<file path="src/rtl/pss_pkg.sv">
package pss_pkg;
   typedef enum logic [2:0] {
      PSS_ACTIVE    = 3'd0,
      PSS_IDLE      = 3'd1,
      PSS_RST_ON    = 3'd2,
      PSS_RST_GATED = 3'd3,
      PSS_RST_OFF   = 3'd4
   } pss_state_e;

   localparam logic [1:0] MODE_ACTIVE = 2'b00;
   localparam logic [1:0] MODE_IDLE   = 2'b01;
   localparam logic [1:0] MODE_SRST   = 2'b10;

   function automatic logic pss_settled(input pss_state_e s);
      return (s == PSS_ACTIVE) || (s == PSS_IDLE) || (s == PSS_RST_GATED);
   endfunction
endpackage

</file>
<file path="src/rtl/pss_chan_fsm.sv">
module pss_chan_fsm
   import pss_pkg::*;
#(
   parameter int RST_HOLD = 4,
   parameter int CLK_PRE  = 2
) (
   input  logic       clk,
   input  logic       rst_n,
   input  logic [1:0] mode_req,
   output logic       clk_en_o,
   output logic       periph_rst_o,
   output logic       acc_en_o,
   output logic       ack_o,
   output logic [2:0] status_o
);
   localparam int MAXC = (RST_HOLD > CLK_PRE) ? RST_HOLD : CLK_PRE;
   localparam int CW   = $clog2(MAXC + 1);
   localparam logic [CW-1:0] HOLD_LAST = CW'(RST_HOLD - 1);
   localparam logic [CW-1:0] PRE_LAST  = CW'(CLK_PRE - 1);

   pss_state_e     st_q, nxt;
   logic [CW-1:0]  cnt_q;
   logic           ack_q;

   always_comb begin
      nxt = st_q;
      unique case (st_q)
         PSS_ACTIVE:    if (mode_req == MODE_IDLE) nxt = PSS_IDLE;
                        else if (mode_req == MODE_SRST) nxt = PSS_RST_ON;
         PSS_IDLE:      if (mode_req == MODE_ACTIVE) nxt = PSS_ACTIVE;
                        else if (mode_req == MODE_SRST) nxt = PSS_RST_ON;
         PSS_RST_ON:    if (cnt_q == HOLD_LAST) nxt = PSS_RST_GATED;
         PSS_RST_GATED: if (mode_req == MODE_ACTIVE) nxt = PSS_RST_OFF;
         PSS_RST_OFF:   if (cnt_q == PRE_LAST) nxt = PSS_ACTIVE;
         default:       nxt = PSS_ACTIVE;
      endcase
   end

   always_ff @(posedge clk or negedge rst_n) begin
      if (!rst_n) begin
         st_q  <= PSS_ACTIVE;
         cnt_q <= '0;
         ack_q <= 1'b0;
      end else begin
         st_q  <= nxt;
         ack_q <= (nxt != st_q) && pss_settled(nxt);
         if (nxt != st_q)
            cnt_q <= '0;
         else if ((st_q == PSS_RST_ON) || (st_q == PSS_RST_OFF))
            cnt_q <= cnt_q + 1'b1;
      end
   end

   always_comb begin
      clk_en_o     = (st_q == PSS_ACTIVE) || (st_q == PSS_RST_ON) || (st_q == PSS_RST_OFF);
      periph_rst_o = (st_q == PSS_RST_ON) || (st_q == PSS_RST_GATED) || (st_q == PSS_RST_OFF);
      acc_en_o     = (st_q == PSS_ACTIVE);
      ack_o        = ack_q;
      status_o     = st_q;
   end


   rst_rise_clocked_chk: assert property (@(posedge clk) disable iff (!rst_n)
      $rose(periph_rst_o) |-> clk_en_o);

   gate_under_reset_chk: assert property (@(posedge clk) disable iff (!rst_n)
      (periph_rst_o && !clk_en_o) |-> $past(periph_rst_o));

   rst_release_sync_chk: assert property (@(posedge clk) disable iff (!rst_n)
      $fell(periph_rst_o) |-> (clk_en_o && $past(clk_en_o)));

   ack_on_change_chk: assert property (@(posedge clk) disable iff (!rst_n)
      ack_o |-> (status_o != $past(status_o)));
endmodule

</file>
<file path="src/rtl/pss_reinit_track.sv">
module pss_reinit_track (
   input  logic clk,
   input  logic rst_n,
   input  logic periph_rst_i,
   input  logic clk_en_i,
   input  logic acc_en_i,
   input  logic reinit_done_i,
   output logic needs_reinit_o,
   output logic xfer_en_o
);
   logic nr_q;

   always_ff @(posedge clk or negedge rst_n) begin
      if (!rst_n)                        nr_q <= 1'b0;
      else if (periph_rst_i)             nr_q <= 1'b1;
      else if (acc_en_i && reinit_done_i) nr_q <= 1'b0;
   end

   assign needs_reinit_o = nr_q;
   assign xfer_en_o      = acc_en_i && !nr_q;


   reinit_after_reset_chk: assert property (@(posedge clk) disable iff (!rst_n)
      $rose(needs_reinit_o) |-> $past(periph_rst_i));

   xfer_needs_clock_chk: assert property (@(posedge clk) disable iff (!rst_n)
      xfer_en_o |-> (clk_en_i && !periph_rst_i));
endmodule

</file>
<file path="src/rtl/pss_access_gate.sv">
module pss_access_gate #(
   parameter int DW = 16
) (
   input  logic          clk,
   input  logic          rst_n,
   input  logic          acc_en_i,
   input  logic          acc_req_i,
   input  logic [DW-1:0] rd_in,
   output logic [DW-1:0] rd_out,
   output logic          acc_err_o
);
   logic err_q;

   always_ff @(posedge clk or negedge rst_n) begin
      if (!rst_n) err_q <= 1'b0;
      else        err_q <= acc_req_i && !acc_en_i;
   end

   assign rd_out    = acc_en_i ? rd_in : '0;
   assign acc_err_o = err_q;


   err_from_blocked_chk: assert property (@(posedge clk) disable iff (!rst_n)
      acc_err_o |-> !$past(acc_en_i));
endmodule

</file>
<file path="src/rtl/pwr_state_seq.sv">
module pwr_state_seq #(
   parameter int N_SUB    = 3,
   parameter int DW       = 16,
   parameter int RST_HOLD = 4,
   parameter int CLK_PRE  = 2
) (
   input  logic                clk,
   input  logic                rst_n,
   input  logic [2*N_SUB-1:0]  mode_req,
   output logic [N_SUB-1:0]    mode_ack,
   output logic [3*N_SUB-1:0]  status,
   output logic [N_SUB-1:0]    clk_en,
   output logic [N_SUB-1:0]    periph_rst,
   output logic [N_SUB-1:0]    acc_en,
   input  logic [N_SUB-1:0]    reinit_done,
   output logic [N_SUB-1:0]    needs_reinit,
   output logic [N_SUB-1:0]    xfer_en,
   input  logic [N_SUB-1:0]    acc_req,
   input  logic [DW*N_SUB-1:0] rd_data_in,
   output logic [DW*N_SUB-1:0] rd_data_out,
   output logic [N_SUB-1:0]    acc_err
);
   if (N_SUB < 1)    begin : g_bad_n    $error("N_SUB must be at least 1");    end
   if (DW < 1)       begin : g_bad_dw   $error("DW must be at least 1");       end
   if (RST_HOLD < 4) begin : g_bad_hold $error("RST_HOLD must be at least 4"); end
   if (CLK_PRE < 1)  begin : g_bad_pre  $error("CLK_PRE must be at least 1");  end

   for (genvar i = 0; i < N_SUB; i++) begin : g_chan
      logic ce, pr, ae;

      pss_chan_fsm #(.RST_HOLD(RST_HOLD), .CLK_PRE(CLK_PRE)) u_fsm (
         .clk          (clk),
         .rst_n        (rst_n),
         .mode_req     (mode_req[2*i +: 2]),
         .clk_en_o     (ce),
         .periph_rst_o (pr),
         .acc_en_o     (ae),
         .ack_o        (mode_ack[i]),
         .status_o     (status[3*i +: 3])
      );

      pss_reinit_track u_reinit (
         .clk            (clk),
         .rst_n          (rst_n),
         .periph_rst_i   (pr),
         .clk_en_i       (ce),
         .acc_en_i       (ae),
         .reinit_done_i  (reinit_done[i]),
         .needs_reinit_o (needs_reinit[i]),
         .xfer_en_o      (xfer_en[i])
      );

      pss_access_gate #(.DW(DW)) u_gate (
         .clk       (clk),
         .rst_n     (rst_n),
         .acc_en_i  (ae),
         .acc_req_i (acc_req[i]),
         .rd_in     (rd_data_in[DW*i +: DW]),
         .rd_out    (rd_data_out[DW*i +: DW]),
         .acc_err_o (acc_err[i])
      );

      assign clk_en[i]     = ce;
      assign periph_rst[i] = pr;
      assign acc_en[i]     = ae;
   end
endmodule

</file>
<file path="config.mk">
export PLATFORM = sky130hd
export DESIGN_NAME = pwr_state_seq
export DESIGN_NICKNAME = d
export VERILOG_FILES = /design/src/rtl/pss_pkg.sv /design/src/rtl/pss_chan_fsm.sv /design/src/rtl/pss_reinit_track.sv /design/src/rtl/pss_access_gate.sv /design/src/rtl/pwr_state_seq.sv
export SDC_FILE = /design/constraint.sdc
export NUM_CORES = 1
export LEC_CHECK = 0
export ABC_AREA = 1
export CAP_MARGIN = 20
export CORE_ASPECT_RATIO = 0.5
export CORE_MARGIN = 4
export CORE_UTILIZATION = 49
export CTS_CLUSTER_DIAMETER = 80
export DETAILED_ROUTE_END_ITERATION = 16
export DONT_BUFFER_PORTS = 1
export PLACE_DENSITY = 0.67
export REMOVE_ABC_BUFFERS = 1
export SKIP_CTS_REPAIR_TIMING = 1
export SYNTH_ARGS = -nofsm -noshare
export SYNTH_HDL_FRONTEND = slang
export SYNTH_SLANG_ARGS = --single-unit
</file>
<file path="constraint.sdc">
create_clock -name clk -period 1.3 [get_ports clk]
set_input_delay 0.065 -clock clk [delete_from_list [all_inputs] [get_ports clk]]
set_output_delay 0.065 -clock clk [all_outputs]
set_load 0.01 [all_outputs]
</file>
# Word level (Yosys, flattened, before mapping)
# Index checks and enable logic that the tools add are counted.
[word_totals] elab_cells=141 regBits=27 out_inout_bits=78 inputBits=62
[op_classes] n_mux=36 n_eq_ne=33 add_sub_neg=3 n_reduce_logical=54
[op_table] operator="$mux 3" count=24
[op_table] operator="$mux 16" count=3
[op_table] operator="$pmux 3 s5" count=3
[op_table] operator="$eq 3x2->1 const B" count=12
[op_table] operator="$eq 3x1->1 const B" count=9
[op_table] operator="$logic_or 1x1->1" count=21
[op_table] operator="$logic_not 3->1" count=6
[op_table] operator="$logic_and 1x1->1" count=12
[op_table] operator="$reduce_bool 2->1" count=6
[op_table] operator="$add 3x1->3 const B" count=3
[op_table] operator="$eq 3x3->1 const B" count=3
[op_table] operator="$ne 3x3->1" count=3
[op_table] operator="$eq 2x1->1 const B" count=3
[op_table] operator="$eq 2x2->1 const B" count=3
[op_table] operator="$logic_not 1->1" count=6
[op_table] operator="$logic_not 2->1" count=3
[op_table] operator="$mux 1" count=6

# Longest topological paths before layout
# Gate-level depths: netlist of the first run.
[logic_depth] word_depth=8 mapped_depth=10 mapped_depth_nobuf=9

# Modules after synthesis
# A second synthesis of the first run with hierarchy kept.
[hier_totals] cells_unflattened=384 hier_area_um2=2563.7
[modules_own_cells] module="pss_chan_fsm" n_inst=3 area_each_um2=585.6 cells_per_inst=81 seq_area_each_um2=175.2
[modules_own_cells] module="pss_access_gate" n_inst=3 area_each_um2=198.9 cells_per_inst=37 seq_area_each_um2=25.0
[modules_own_cells] module="pss_reinit_track" n_inst=3 area_each_um2=47.5 cells_per_inst=7 seq_area_each_um2=25.0
[modules_own_cells] module="pwr_state_seq" n_inst=1 area_each_um2=67.6 cells_per_inst=9 seq_area_each_um2=0.0

# Least setup slack after synthesis of the first run
# Ideal clock, no wire load.
[synth_path] path_type="register to register" start="reg g_chan[1].u_fsm.cnt_q[0]" end="reg g_chan[1].u_fsm.ack_q" t_required_ns=1.181 setup_ns=0.119 stages_incl_launch_ff=9 path_slack_ns=-0.087 period_less_slack_ns=1.387 path_buffers=0 arrival_time_ns=1.268 path_cell_list="dfrtp_1 ha_1 ha_1 nand3_1 nand2_1 a21oi_1 nand2_1 nor2_1 nor2_1"
[synth_between] elab_chain_len=7 word_cells_on_any_way=12 cone_classes="eq/ne: 5; mux: 3; reduce/logical: 4"
[synth_rtl] element="start: declaration" line="pss_chan_fsm.sv:22" text="logic [CW-1:0] cnt_q;"
[synth_rtl] element="start signal: assignment" line="pss_chan_fsm.sv:50" text="cnt_q <= cnt_q + 1'b1;"
[synth_rtl] element="$eq 3x1->1 / $eq 3x2->1 (equally long branches)" line="pss_chan_fsm.sv:34, pss_chan_fsm.sv:32"
[synth_rtl] element="$mux 3 (on tied branches)" line="pss_chan_fsm.sv:34, pss_chan_fsm.sv:32"
[synth_rtl] element="$pmux 3 s5 *" line="pss_chan_fsm.sv:27" text="unique case (st_q)"
[synth_rtl] element="$eq 3x1->1 / $logic_not 3->1 (equally long branches)" line="pss_pkg.sv:15" text="return (s == PSS_ACTIVE) || (s == PSS_IDLE) || (s == PSS_RST_GATED);"
[synth_rtl] element="$logic_or 1x1->1 (2 in series)" line="pss_pkg.sv:15"
[synth_rtl] element="$logic_and 1x1->1 *" line="pss_chan_fsm.sv:46" text="ack_q <= (nxt != st_q) && pss_settled(nxt);"
[synth_rtl] element="end signal: assignment" line="pss_chan_fsm.sv:46"
[synth_rtl] element="end: declaration" line="pss_chan_fsm.sv:23" text="logic ack_q;"
# Every way passes the cells marked *; elsewhere a longest branch is shown, timed or not.
# A chain may end at the register's enable or synchronous reset.

# Final worst setup path of the first run
[layout_path] start="reg g_chan[2].u_fsm.st_q[0]" end="out rd_data_out[46]"
[layout_between] elab_chain_len=2
[layout_rtl] element="start: declaration" line="pss_chan_fsm.sv:21" text="pss_state_e st_q, nxt;"
[layout_rtl] element="start signal: assignment" line="pss_chan_fsm.sv:45" text="st_q <= nxt;"
[layout_rtl] element="$logic_not 3->1" line="pss_chan_fsm.sv:57" text="acc_en_o = (st_q == PSS_ACTIVE);"
[layout_rtl] element="$mux 16" line="pss_access_gate.sv:19" text="assign rd_out = acc_en_i ? rd_in : '0;"
[layout_rtl] element="end: declaration" line="pwr_state_seq.sv:20" text="output logic [DW*N_SUB-1:0] rd_data_out,"
# No other way between the ends.

==> implementation parameters, run 1 <==
Parameter                              Value

Place
  Number of input and output port buffers inserted ... 0
  Final weighted congestion in routability-driven placement ... 0.847
  HPWL after detailed placement ... 4.39 mm
  Inst Count DP ... 425
  Placed cell areas ... 2420 sq um

GRT
  Largest net degree at the start of global routing ... 28
  Global-route usage over all layers ... 16.8%
  Initial antenna violation count ... 0
  First-pass GRT wire length ... 8.43 mm
  Total congestion overflow after global routing ... 0
  Number of global-route vias before repair ... 1938

Timing
  Final critical-path required period ... 1.53 ns
  Max-slew headroom at the worst pin ... 77.0%
  Final Hold Vio Count ... 0
  Worst clock skew ... 0.00883 ns
  Highest achievable clock rate ... 654 MHz
  Slew at the pin closest to its max-slew limit ... 0.341 ns
  Minimum setup slack in the final design ... -0.229 ns
  Setup TNS Final ... -9.85 ns
  Worst Hold Slack ... 0.0103 ns
  RSZ-0062 raised after global routing ... yes
  Final-report max-slew violation count ... 0
  Final worst path period share ... 118%
  Endpoints failing setup ... 70

Floorplan
  Core Region ... 4470 sq um
  Overall die height ... 56.5 microns
  Overall die area ... 5940 sq um
  Die span in x ... 105 microns
  Effective utilization at floorplan ... 51.7%
  I/O pin total ... 140
  Number of cell rows ... 17

Power
  P_int ... 0.00361 W
  Proportion of total power due to net switching ... 52.0%
  Power share of the clock group ... 6.4%
  Reg power frac ... 20.7%
  Combinational group share of total power ... 72.8%
  Power density over cell area ... 2320 nW/um^2
  Psw ... 0.00391 W
  Leakage dissipation ... 1.67 nW
  Maximum VDD drop ... 0.00146 V

Clocking
  Maximum buffer depth of the clock tree ... 2
  Library cell used as clock root buffer ... sky130_fd_sc_hd__clkbuf_8
  Worst skew pair latency ... 0.28 ns
  TritonCTS clock tree ... built
  Clock slew at reported path FFs ... 0.10 ns
  Number of buffers added by the clock tree synthesis step ... 3
  CTS H-tree depth ... 1
  Number of sinks on the clock net ... 27

Finish
  Area Growth Syn to Fin ... 40.3%
  Fraction of final layout cells sized beyond drive strength 1 ... 45.4%
  Nets@finish ... 471
  Final core area utilization ... 72.5%
  Count of inserted antenna diode cells ... 0
  Number of standard cells in the layout, taps in and fillers out ... 456
  Final cell area excluding filler cells ... 3240 sq um

Detailed routing
  Number of DRC violations after detailed routing ... 0
  Length of the first detailed-routing pass in iterations ... 4
  Total number of vias ... 2267
  Wire length per cell after detailed routing ... 14.5 microns
  Per-cell via count in the routed design ... 4.97
  Sum of routed wire length over all layers ... 6.62 mm
  Detailed Route Iter0 Violations ... 112
  DRT antenna net count ... 0

Yosys
  Post-Synthesis Cells ... 362
  Synth area leader ... sky130_fd_sc_hd__dfrtp_1
  Synthesis warning total ... 0
  Number of distinct standard cells referenced by the synthesized netlist ... 31
  Share of the synthesized area in the top cell type ... 29.3%
  Share of the yosys chip area belonging to registers ... 29.3%
  Mapped cell area ... 2310 sq um
  Seq cells post-synth ... 27
  Mean post-synth cell area ... 6.37 sq um
  Largest cells by area after synthesis ... sky130_fd_sc_hd__dfrtp_1, sky130_fd_sc_hd__inv_1, sky130_fd_sc_hd__nor2_1

Worst setup path
  Largest fanout of any net on the critical path ... 17
  Category of the worst setup path launch point ... flip-flop
  Worst Setup Path Type ... flip-flop to output pin
  Category of the worst setup path capture point ... output pin
  Signal arrival time at the worst endpoint ... 1.46 ns
  Largest stage delay, worst path ... 0.50 ns
  Slowest CP cell ... sky130_fd_sc_hd__dfrtp_2
  Worst path cell trace ... inv_2 -> nand2_2 -> nor2_4 -> inv_6 -> nor2_1
  Worst path required time ... 1.24 ns
  Reg2Reg Setup Slack ... -0.21 ns

Outcome
  Result of the run ... finished, violations left
  Failing checks ... setup timing

Run
  Number of maximum-capacitance constraint violations ... 0

Min path
  Hold WC Path Type ... primary input to flip-flop
layer usage:
| metal | vias up | part of all wire (%) | GRT usage [%] |
|---|---|---|---|
| met1 | 1084 | 39 | 20.2 |
| li1 | 1114 | - | - |
| met2 | 67 | 57 | 31.4 |
| met3 | 2 | 4.2 | 3.67 |
| met5 | - | 0 | 0 |
| met4 | 0 | 0.23 | 2.80 |
power by group through the flow:
stage / Combinational, W / Sequential [W] / Clock (W)
after floorplan: 0.00240 / 0.00151 / 0
after global placement: 0.00354 / 0.00150 / 0
after detailed placement: 0.00362 / 0.00151 / 0
after CTS: 0.00364 / 0.00150 / 0.000507
after global routing: 0.00593 / 0.00159 / 0.000535
final: 0.00547 / 0.00156 / 0.000484
cell families (layout without fill, tap and decap cells):
| family | after synthesis | count (layout) | synth area share (%) |
|---|---|---|---|
| AOI/OAI and AO/OA | 21 | 21 | 5.48 |
| xor gates and xnor gates | 3 | 3 | 1.14 |
| adders and majority gates | 9 | 9 | 4.88 |
| buffers and inverters | 121 | 158 | 24.7 |
| DFF | 27 | 27 | 29.3 |
| muxes | 2 | 2 | 0.868 |
| and+or+nand+nor | 179 | 179 | 33.7 |
sequential cells by signal, indices dropped and copies added, names as in the netlist:
name,flops
g_chan.u_fsm.status_o,9
g_chan.u_gate.acc_err_o,3
g_chan.u_reinit.needs_reinit_o,3
g_chan.u_fsm.cnt_q,9
g_chan.u_fsm.ack_o,3
path summary, 6_finish.rpt:
check | start | to | cells past startpoint
min in group asynchronous | rst_n | g_chan[0].u_fsm.ack_o$_DFF_PN0_ | 2
min reg2reg | g_chan[2].u_reinit.needs_reinit_o$_DFFE_PN0P_ | g_chan[2].u_reinit.needs_reinit_o$_DFFE_PN0P_ | 2
min | mode_req[5] | g_chan[2].u_fsm.status_o[2]$_DFF_PN0_ | 3
max reg2reg | g_chan[2].u_fsm.status_o[0]$_DFF_PN0_ | g_chan[2].u_fsm.cnt_q[0]$_DFFE_PN0P_ | 9
max in group asynchronous | rst_n | g_chan[1].u_fsm.status_o[2]$_DFF_PN0_ | 2
max | g_chan[2].u_fsm.status_o[0]$_DFF_PN0_ | rd_data_out[46] | 5
layout make-up:
type                       instances  area (sq um)
tap                               57          71.3
clock buffer                       3          41.3
clock inverter                     1          7.51
multi-input combinational        214          1530
sequential                        27           687
timing repair buffer              62           538
fill                             322          1230
inverter                          92           363
critical path, delay by kind of cell, from the launching register on:
| kind | cells | cell delay (ns) |
|---|---|---|
| simple gates | 3 | 0.50 |
| buf+inv | 2 | 0.19 |
| flops | 1 | 0.50 |
per-stage QoR:
step / setup slack, ns / power, W
detailed placement: -0.183 / 0.00514
global placement: -0.115 / 0.00504
CTS: -0.321 / 0.00564
global route: -0.268 / 0.00805
floorplan: -0.0942 / 0.00391
finish: -0.229 / 0.00752
cell usage after synthesis, drive strengths merged:
cell    number
o21bai       1
and2         1
o211ai       1
a21boi       1
inv         92
xnor2        2
nand2       62
mux2i        2
nand3       20
xor2         1
o21ai        9
nor2        91
ha           9
buf         29
dfrtp       27
nand4        4
a21oi        8
a21o         1
or2          1
cell usage in the layout (no fill, tap or decap), drive strengths merged, types with 2 or more instances in the layout:
cell and n:
clkbuf 3, dfrtp 27, dlygate4sd3 7, a21oi 8
nand4 4, mux2i 2, o21ai 9, xnor2 2
inv 92, nand2 62, nor2 91, ha 9
nand3 20, buf 55
No activity file was read; power rests on OpenSTA's default activity.
==> run 2, diff against run 1 <==
--- a/config.mk
+++ b/config.mk
@@ -7,13 +7,16 @@
 export LEC_CHECK = 0
 export ABC_AREA = 1
 export CAP_MARGIN = 20
+export CELL_PAD_IN_SITES_DETAIL_PLACEMENT = 2
+export CELL_PAD_IN_SITES_GLOBAL_PLACEMENT = 2
 export CORE_ASPECT_RATIO = 0.5
 export CORE_MARGIN = 4
-export CORE_UTILIZATION = 49
+export CORE_UTILIZATION = 27
 export CTS_CLUSTER_DIAMETER = 80
 export DETAILED_ROUTE_END_ITERATION = 16
 export DONT_BUFFER_PORTS = 1
-export PLACE_DENSITY = 0.67
+export HOLD_SLACK_MARGIN = 0.12
+export PLACE_DENSITY = 0.76
 export REMOVE_ABC_BUFFERS = 1
 export SKIP_CTS_REPAIR_TIMING = 1
 export SYNTH_ARGS = -nofsm -noshare
==> run 2 against run 1 <==
  * Fmax decreased by 5.4%
  * Critical endpoint is now g_chan[2].u_fsm.cnt_q[2]$_DFFE_PN0P_
  * Clock power increased by 50%
  * The run still ends with setup timing left
  * Sequential power up 3%
  * Count of clock-buffer cells in the layout rose by 1
  * Cell count is 15% higher
  * Critical path depth up 4
  * Global-route usage shrank 2.7 points
  * Design area is 17% higher
  * Critical path type is now flip-flop to flip-flop
==> implementation parameters, run 2 (synthesis gave the netlist of run 1 again) <==
Parameter                              Value

GRT
  Total congestion overflow after global routing ... 0
  Global-route usage over all layers ... 14.2%
  Initial antenna violation count ... 0
  Number of global-route vias before repair ... 2570
  Largest net degree at the start of global routing ... 28
  First-pass GRT wire length ... 12.0 mm

Timing
  Final critical-path required period ... 1.62 ns
  Slew at the pin closest to its max-slew limit ... 0.457 ns
  RSZ-0062 raised after global routing ... yes
  Highest achievable clock rate ... 619 MHz
  Worst clock skew ... 0.00307 ns
  Max-slew headroom at the worst pin ... 69.3%
  Final worst path period share ... 124%
  Final Hold Vio Count ... 0
  Minimum setup slack in the final design ... -0.317 ns
  Setup TNS Final ... -10.43 ns
  Final-report max-slew violation count ... 0
  Endpoints failing setup ... 73
  Worst Hold Slack ... 0.131 ns

Min path
  Hold WC Path Type ... primary input to flip-flop
  Cell count of the worst hold path ... 4

Floorplan
  Die span in x ... 139 microns
  Effective utilization at floorplan ... 28.3%
  Core Region ... 8140 sq um
  I/O pin total ... 140
  Number of cell rows ... 23
  Overall die area ... 10200 sq um
  Overall die height ... 73.4 microns

Worst setup path
  Largest fanout of any net on the critical path ... 7
  Cell family with most CP delay ... simple AND/OR/NAND/NOR gates
  Signal arrival time at the worst endpoint ... 1.77 ns
  Worst path required time ... 1.45 ns
  Worst Setup Path Type ... flip-flop to flip-flop
  Largest stage delay, worst path ... 0.49 ns
  Worst path cell trace ... inv_4 -> buf_4 -> nand2_1 -> nor2_1 -> nand2_1 -> nand4_1 -> nand2_2 -> nand2_2 -> nor2_2
  Slowest CP cell ... sky130_fd_sc_hd__dfrtp_2
  Category of the worst setup path capture point ... flip-flop
  Category of the worst setup path launch point ... flip-flop
  Buffering stage count on the worst path with inverters included ... 2
  Crit path depth ... 9
  Reg2reg path depth ... 9

Detailed routing
  DRT antenna net count ... 0
  Detailed Route Iter0 Violations ... 90
  Total number of vias ... 2511
  Length of the first detailed-routing pass in iterations ... 4
  Wire length per cell after detailed routing ... 20.8 microns
  Number of DRC violations after detailed routing ... 0
  Sum of routed wire length over all layers ... 10.9 mm
  Per-cell via count in the routed design ... 4.79

Finish
  Nets@finish ... 484
  Commonest non-fill, non-tap cell in the layout ... sky130_fd_sc_hd__inv_1
  Count of inserted antenna diode cells ... 0
  Area Growth Syn to Fin ... 63.9%
  Sequential Area ... 687 sq um
  Most frequent cells in the layout ... sky130_fd_sc_hd__inv_1, sky130_fd_sc_hd__nor2_4, sky130_fd_sc_hd__buf_4
  # fillers ... 890
  Fraction of final layout cells sized beyond drive strength 1 ... 53.9%
  Multi-input gate area in the final layout ... 1800 sq um

Power
  Reg power frac ... 17.5%
  Proportion of total power due to net switching ... 53.7%
  Maximum VDD drop ... 0.00153 V
  P_int ... 0.00427 W
  Combinational group share of total power ... 74.6%
  Leakage dissipation ... 1.80 nW
  Power density over cell area ... 2440 nW/um^2
  Power share of the clock group ... 7.9%
  Psw ... 0.00494 W

Outcome
  Failing checks ... setup timing
  Result of the run ... finished, violations left

Place
  Number of input and output port buffers inserted ... 0
  HPWL after detailed placement ... 6.13 mm
  Final weighted congestion in routability-driven placement ... 0.837

Run
  Number of maximum-capacitance constraint violations ... 0

Clocking
  Number of sinks on the clock net ... 27
  Clock slew at reported path FFs ... 0.07 ns
  Worst skew pair latency ... 0.26 ns
  Library cell used as clock root buffer ... sky130_fd_sc_hd__clkbuf_16
  TritonCTS clock tree ... built
  Number of buffers added by the clock tree synthesis step ... 3
  CTS H-tree depth ... 1
  Maximum buffer depth of the clock tree ... 2
run 2: cell count changes in the layout (fill, tap and decap cells not counted), sizes merged:
cell | before | now
dlygate4sd3 | 7 | 13
buf | 55 | 60
clkinvlp | 1 | 0
clkbuf | 3 | 4
inv | 92 | 94
run 2: path summary, 6_finish.rpt:
path	start	end	slack [ns]
worst min-delay path	mode_req[3]	g_chan[1].u_fsm.status_o[2]$_DFF_PN0_	0.13
worst min register to register	g_chan[1].u_reinit.needs_reinit_o$_DFFE_PN0P_	g_chan[1].u_reinit.needs_reinit_o$_DFFE_PN0P_	0.67
worst max register to register	g_chan[2].u_fsm.status_o[1]$_DFF_PN0_	g_chan[2].u_fsm.cnt_q[2]$_DFFE_PN0P_	-0.32
worst max-delay path	g_chan[2].u_fsm.status_o[1]$_DFF_PN0_	g_chan[2].u_fsm.cnt_q[2]$_DFFE_PN0P_	-0.32
min in group asynchronous	rst_n	g_chan[0].u_fsm.ack_o$_DFF_PN0_	0.27
max in group asynchronous	rst_n	g_chan[2].u_fsm.status_o[0]$_DFF_PN0_	0.85
run 2: tightest hold or removal path: stages:
cell,delay (ns)
sky130_fd_sc_hd__nor2_1,0.04
sky130_fd_sc_hd__nand2_1,0.09
sky130_fd_sc_hd__buf_4,0.10
sky130_fd_sc_hd__nand2_1,0.06
run 2: per-stage QoR:
step	cells	util (%)	area (sq um)	power [W]	setup slack, ns
global placement	484	30.9	2520	0.00512	-0.123
global route	524	46.4	3780	0.00976	-0.401
detailed placement	484	30.9	2520	0.00542	-0.206
CTS	488	31.9	2600	0.00620	-0.389
finish	524	46.4	3780	0.00921	-0.317
floorplan	333	-	2090	0.00391	-0.0942
run 2: power groups by stage:
stage / Clock [W] / Sequential [W] / Combinational [W]
floorplan: 0 / 0.00151 / 0.00240
global placement: 0 / 0.00150 / 0.00362
detailed placement: 0 / 0.00154 / 0.00389
CTS: 0.000755 / 0.00152 / 0.00392
global route: 0.000772 / 0.00164 / 0.00734
finish: 0.000728 / 0.00161 / 0.00688
run 2: area by class of cell:
cell class | count | area share (%)
Timing Repair Buffer | 73 | 18.0
Clock buffer | 4 | 2.08
Tap cell | 112 | 3.71
Multi-Input combinational cell | 214 | 47.6
Inverter | 92 | 9.93
Timing Repair inverter | 2 | 0.596
Sequential cell | 27 | 18.2
run 2: per-layer routing:
| layer | track usage, % | share of wire (%) | vias up |
|---|---|---|---|
| li1 | - | - | 1138 |
| met3 | 3.45 | 4.2 | 20 |
| met1 | 13.5 | 31 | 1256 |
| met5 | 0 | 0 | - |
| met2 | 31.1 | 63 | 97 |
| met4 | 2.93 | 2.1 | 0 |
==> run 3, diff against run 2 <==
--- a/config.mk
+++ b/config.mk
@@ -9,7 +9,6 @@
 export CAP_MARGIN = 20
 export CELL_PAD_IN_SITES_DETAIL_PLACEMENT = 2
 export CELL_PAD_IN_SITES_GLOBAL_PLACEMENT = 2
-export CORE_ASPECT_RATIO = 0.5
 export CORE_MARGIN = 4
 export CORE_UTILIZATION = 27
 export CTS_CLUSTER_DIAMETER = 80
==> run 3 against run 2 <==
  * Utilization is 3.3 points lower
  * Design area shrank 5.9%
  * Die area is 0.88% lower
  * Count of clock-buffer cells in the layout decreased by 1
  * Fmax increased by 5.6%
  * Highest routed layer unchanged
  * Power shrank 11%
  * Sequential cell count is the same
  * Sequential power decreased by 4%
  * Largest cell class unchanged
  * The flow still finishes with violations (setup timing)
  * Combinational power decreased by 10%
  * Critical endpoint is now g_chan[0].u_fsm.cnt_q[1]$_DFFE_PN0P_
  * Global-route usage rose by 0.96 points
==> implementation parameters, run 3 (synthesis gave the netlist of run 1 again) <==
Parameter                              Value

Clocking
  Number of buffers added by the clock tree synthesis step ... 3
  TritonCTS clock tree ... built
  Number of sinks on the clock net ... 27
  CTS H-tree depth ... 1
  Worst skew pair latency ... 0.28 ns
  Clock slew at reported path FFs ... 0.11 ns
  Maximum buffer depth of the clock tree ... 2
  Library cell used as clock root buffer ... sky130_fd_sc_hd__clkbuf_8

GRT
  Global-route usage over all layers ... 15.1%
  First-pass GRT wire length ... 12.1 mm
  Number of global-route vias before repair ... 2533
  Largest net degree at the start of global routing ... 28
  Initial antenna violation count ... 0
  Total congestion overflow after global routing ... 0

Worst setup path
  Buffering stage count on the worst path with inverters included ... 2
  Worst path required time ... 1.52 ns
  Category of the worst setup path launch point ... flip-flop
  Crit path depth ... 7
  Worst path cell trace ... or2_1 -> o21ai_4 -> buf_4 -> nand2_1 -> o21ai_0 -> inv_1 -> nor2_2
  Worst setup path startpoint ... g_chan[0].u_fsm.status_o[1]$_DFF_PN0_
  Signal arrival time at the worst endpoint ... 1.76 ns
  Largest fanout of any net on the critical path ... 4
  Worst reg2reg path startpoint ... g_chan[0].u_fsm.status_o[1]$_DFF_PN0_
  Largest stage delay, worst path ... 0.47 ns
  Reg2reg path depth ... 7
  Slowest CP cell ... sky130_fd_sc_hd__dfrtp_2
  Category of the worst setup path capture point ... flip-flop
  Worst Setup Path Type ... flip-flop to flip-flop
  Cell family with most CP delay ... flip-flops

Detailed routing
  Per-cell via count in the routed design ... 4.65
  DRT antenna net count ... 0
  Length of the first detailed-routing pass in iterations ... 4
  Number of DRC violations after detailed routing ... 0
  Detailed Route Iter0 Violations ... 15
  Sum of routed wire length over all layers ... 9.75 mm
  Total number of vias ... 2481
  Wire length per cell after detailed routing ... 18.3 microns

Finish
  Final cell area excluding filler cells ... 3560 sq um
  Commonest non-fill, non-tap cell in the layout ... sky130_fd_sc_hd__inv_1
  Nets@finish ... 501
  Fraction of final layout cells sized beyond drive strength 1 ... 49.2%
  Area Growth Syn to Fin ... 54.2%
  Count of inserted antenna diode cells ... 0
  Most frequent cells in the layout ... sky130_fd_sc_hd__inv_1, sky130_fd_sc_hd__buf_4, sky130_fd_sc_hd__nor2_1
  Number of standard cells in the layout, taps in and fillers out ... 534

Place
  Inst Count DP ... 488
  HPWL after detailed placement ... 6.51 mm
  Final weighted congestion in routability-driven placement ... 0.726
  Number of input and output port buffers inserted ... 0
  Pre-CTS setup slack ... -0.239 ns
  Placed cell areas ... 2590 sq um

Min path
  Hold WC Path Type ... primary input to flip-flop
  Cell count of the worst hold path ... 4
  Min-Delay Startpoint ... mode_req[2]

Timing
  Max-slew headroom at the worst pin ... 78.2%
  Final-report max-slew violation count ... 0
  Highest achievable clock rate ... 653 MHz
  Final worst path period share ... 118%
  Setup TNS Final ... -11.19 ns
  Slew at the pin closest to its max-slew limit ... 0.326 ns
  RSZ-0062 raised after global routing ... yes
  Worst clock skew ... 0.00245 ns
  Endpoints failing setup ... 74
  Final critical-path required period ... 1.53 ns
  Minimum setup slack in the final design ... -0.232 ns
  Final Hold Vio Count ... 0

Floorplan
  Effective utilization at floorplan ... 27.9%
  Overall die area ... 10100 sq um
  Core Region ... 8260 sq um
  Die span in x ... 100 microns
  I/O pin total ... 140
  Overall die height ... 100 microns
  Number of cell rows ... 33

Power
  Maximum VDD drop ... 0.00116 V
  Total power after layout ... 0.00824 W
  Power density over cell area ... 2320 nW/um^2
  Leakage dissipation ... 1.86 nW

Outcome
  Result of the run ... finished, violations left
  Failing checks ... setup timing

Run
  Number of maximum-capacitance constraint violations ... 0
[run 3: cell count changes in the layout (fill, tap and decap cells not counted), sizes merged]
cell and delta:
clkinv +1, dlygate4sd3 -1, clkbuf -1, inv -2, buf +20
[run 3: area by class of cell]
cell class              instances  area (sq um)
clock buffers                   3          41.3
clock inverters                 1          5.00
fillers                       962          4700
inverters                      92           363
multi-input cells             214          1540
flip-flops and latches         27           686
well taps                     105           131
repair buffers                 92           795
[run 3: worst reg2reg max path, cell delays in order (launching register included)]
cell                      delay [ns]
sky130_fd_sc_hd__dfrtp_2        0.47
sky130_fd_sc_hd__or2_1          0.30
sky130_fd_sc_hd__o21ai_4        0.21
sky130_fd_sc_hd__buf_4          0.15
sky130_fd_sc_hd__nand2_1        0.04
sky130_fd_sc_hd__o21ai_0        0.09
sky130_fd_sc_hd__inv_1          0.09
sky130_fd_sc_hd__nor2_2         0.11
[run 3: final timing paths]
check / to / slack [ns]
setup / recovery: g_chan[0].u_fsm.cnt_q[1]$_DFFE_PN0P_ / -0.23
hold / removal: g_chan[1].u_fsm.status_o[0]$_DFF_PN0_ / 0.11
setup reg to reg: g_chan[0].u_fsm.cnt_q[1]$_DFFE_PN0P_ / -0.23
hold reg to reg: g_chan[0].u_reinit.needs_reinit_o$_DFFE_PN0P_ / 0.60
max in group asynchronous: g_chan[2].u_fsm.status_o[2]$_DFF_PN0_ / 0.90
min in group asynchronous: g_chan[2].u_gate.acc_err_o$_DFF_PN0_ / 0.22
[run 3: per-layer routing]
metal | GRT usage [%] | share of wire (%) | vias up
li1 | - | - | 1157
met1 | 15.1 | 37 | 1229
met2 | 31.8 | 58 | 89
met3 | 2.71 | 4.3 | 6
met4 | 2.80 | 0.80 | 0
met5 | 0 | 0 | -
[run 3: power breakdown]
group	switching [W]	internal (W)	leakage, nW
logic	0.00357	0.00260	1.51
clock network	0.000308	0.000216	0.0255
registers	0.000401	0.00114	0.330
[run 3: stage by stage]
step	utilization [%]	hold slack (ns)
finish	43.1	0.112
global route	43.1	0.143
CTS	32.0	-0.548
detailed placement	31.4	-0.230
global placement	31.4	-0.230
floorplan	-	-0.231
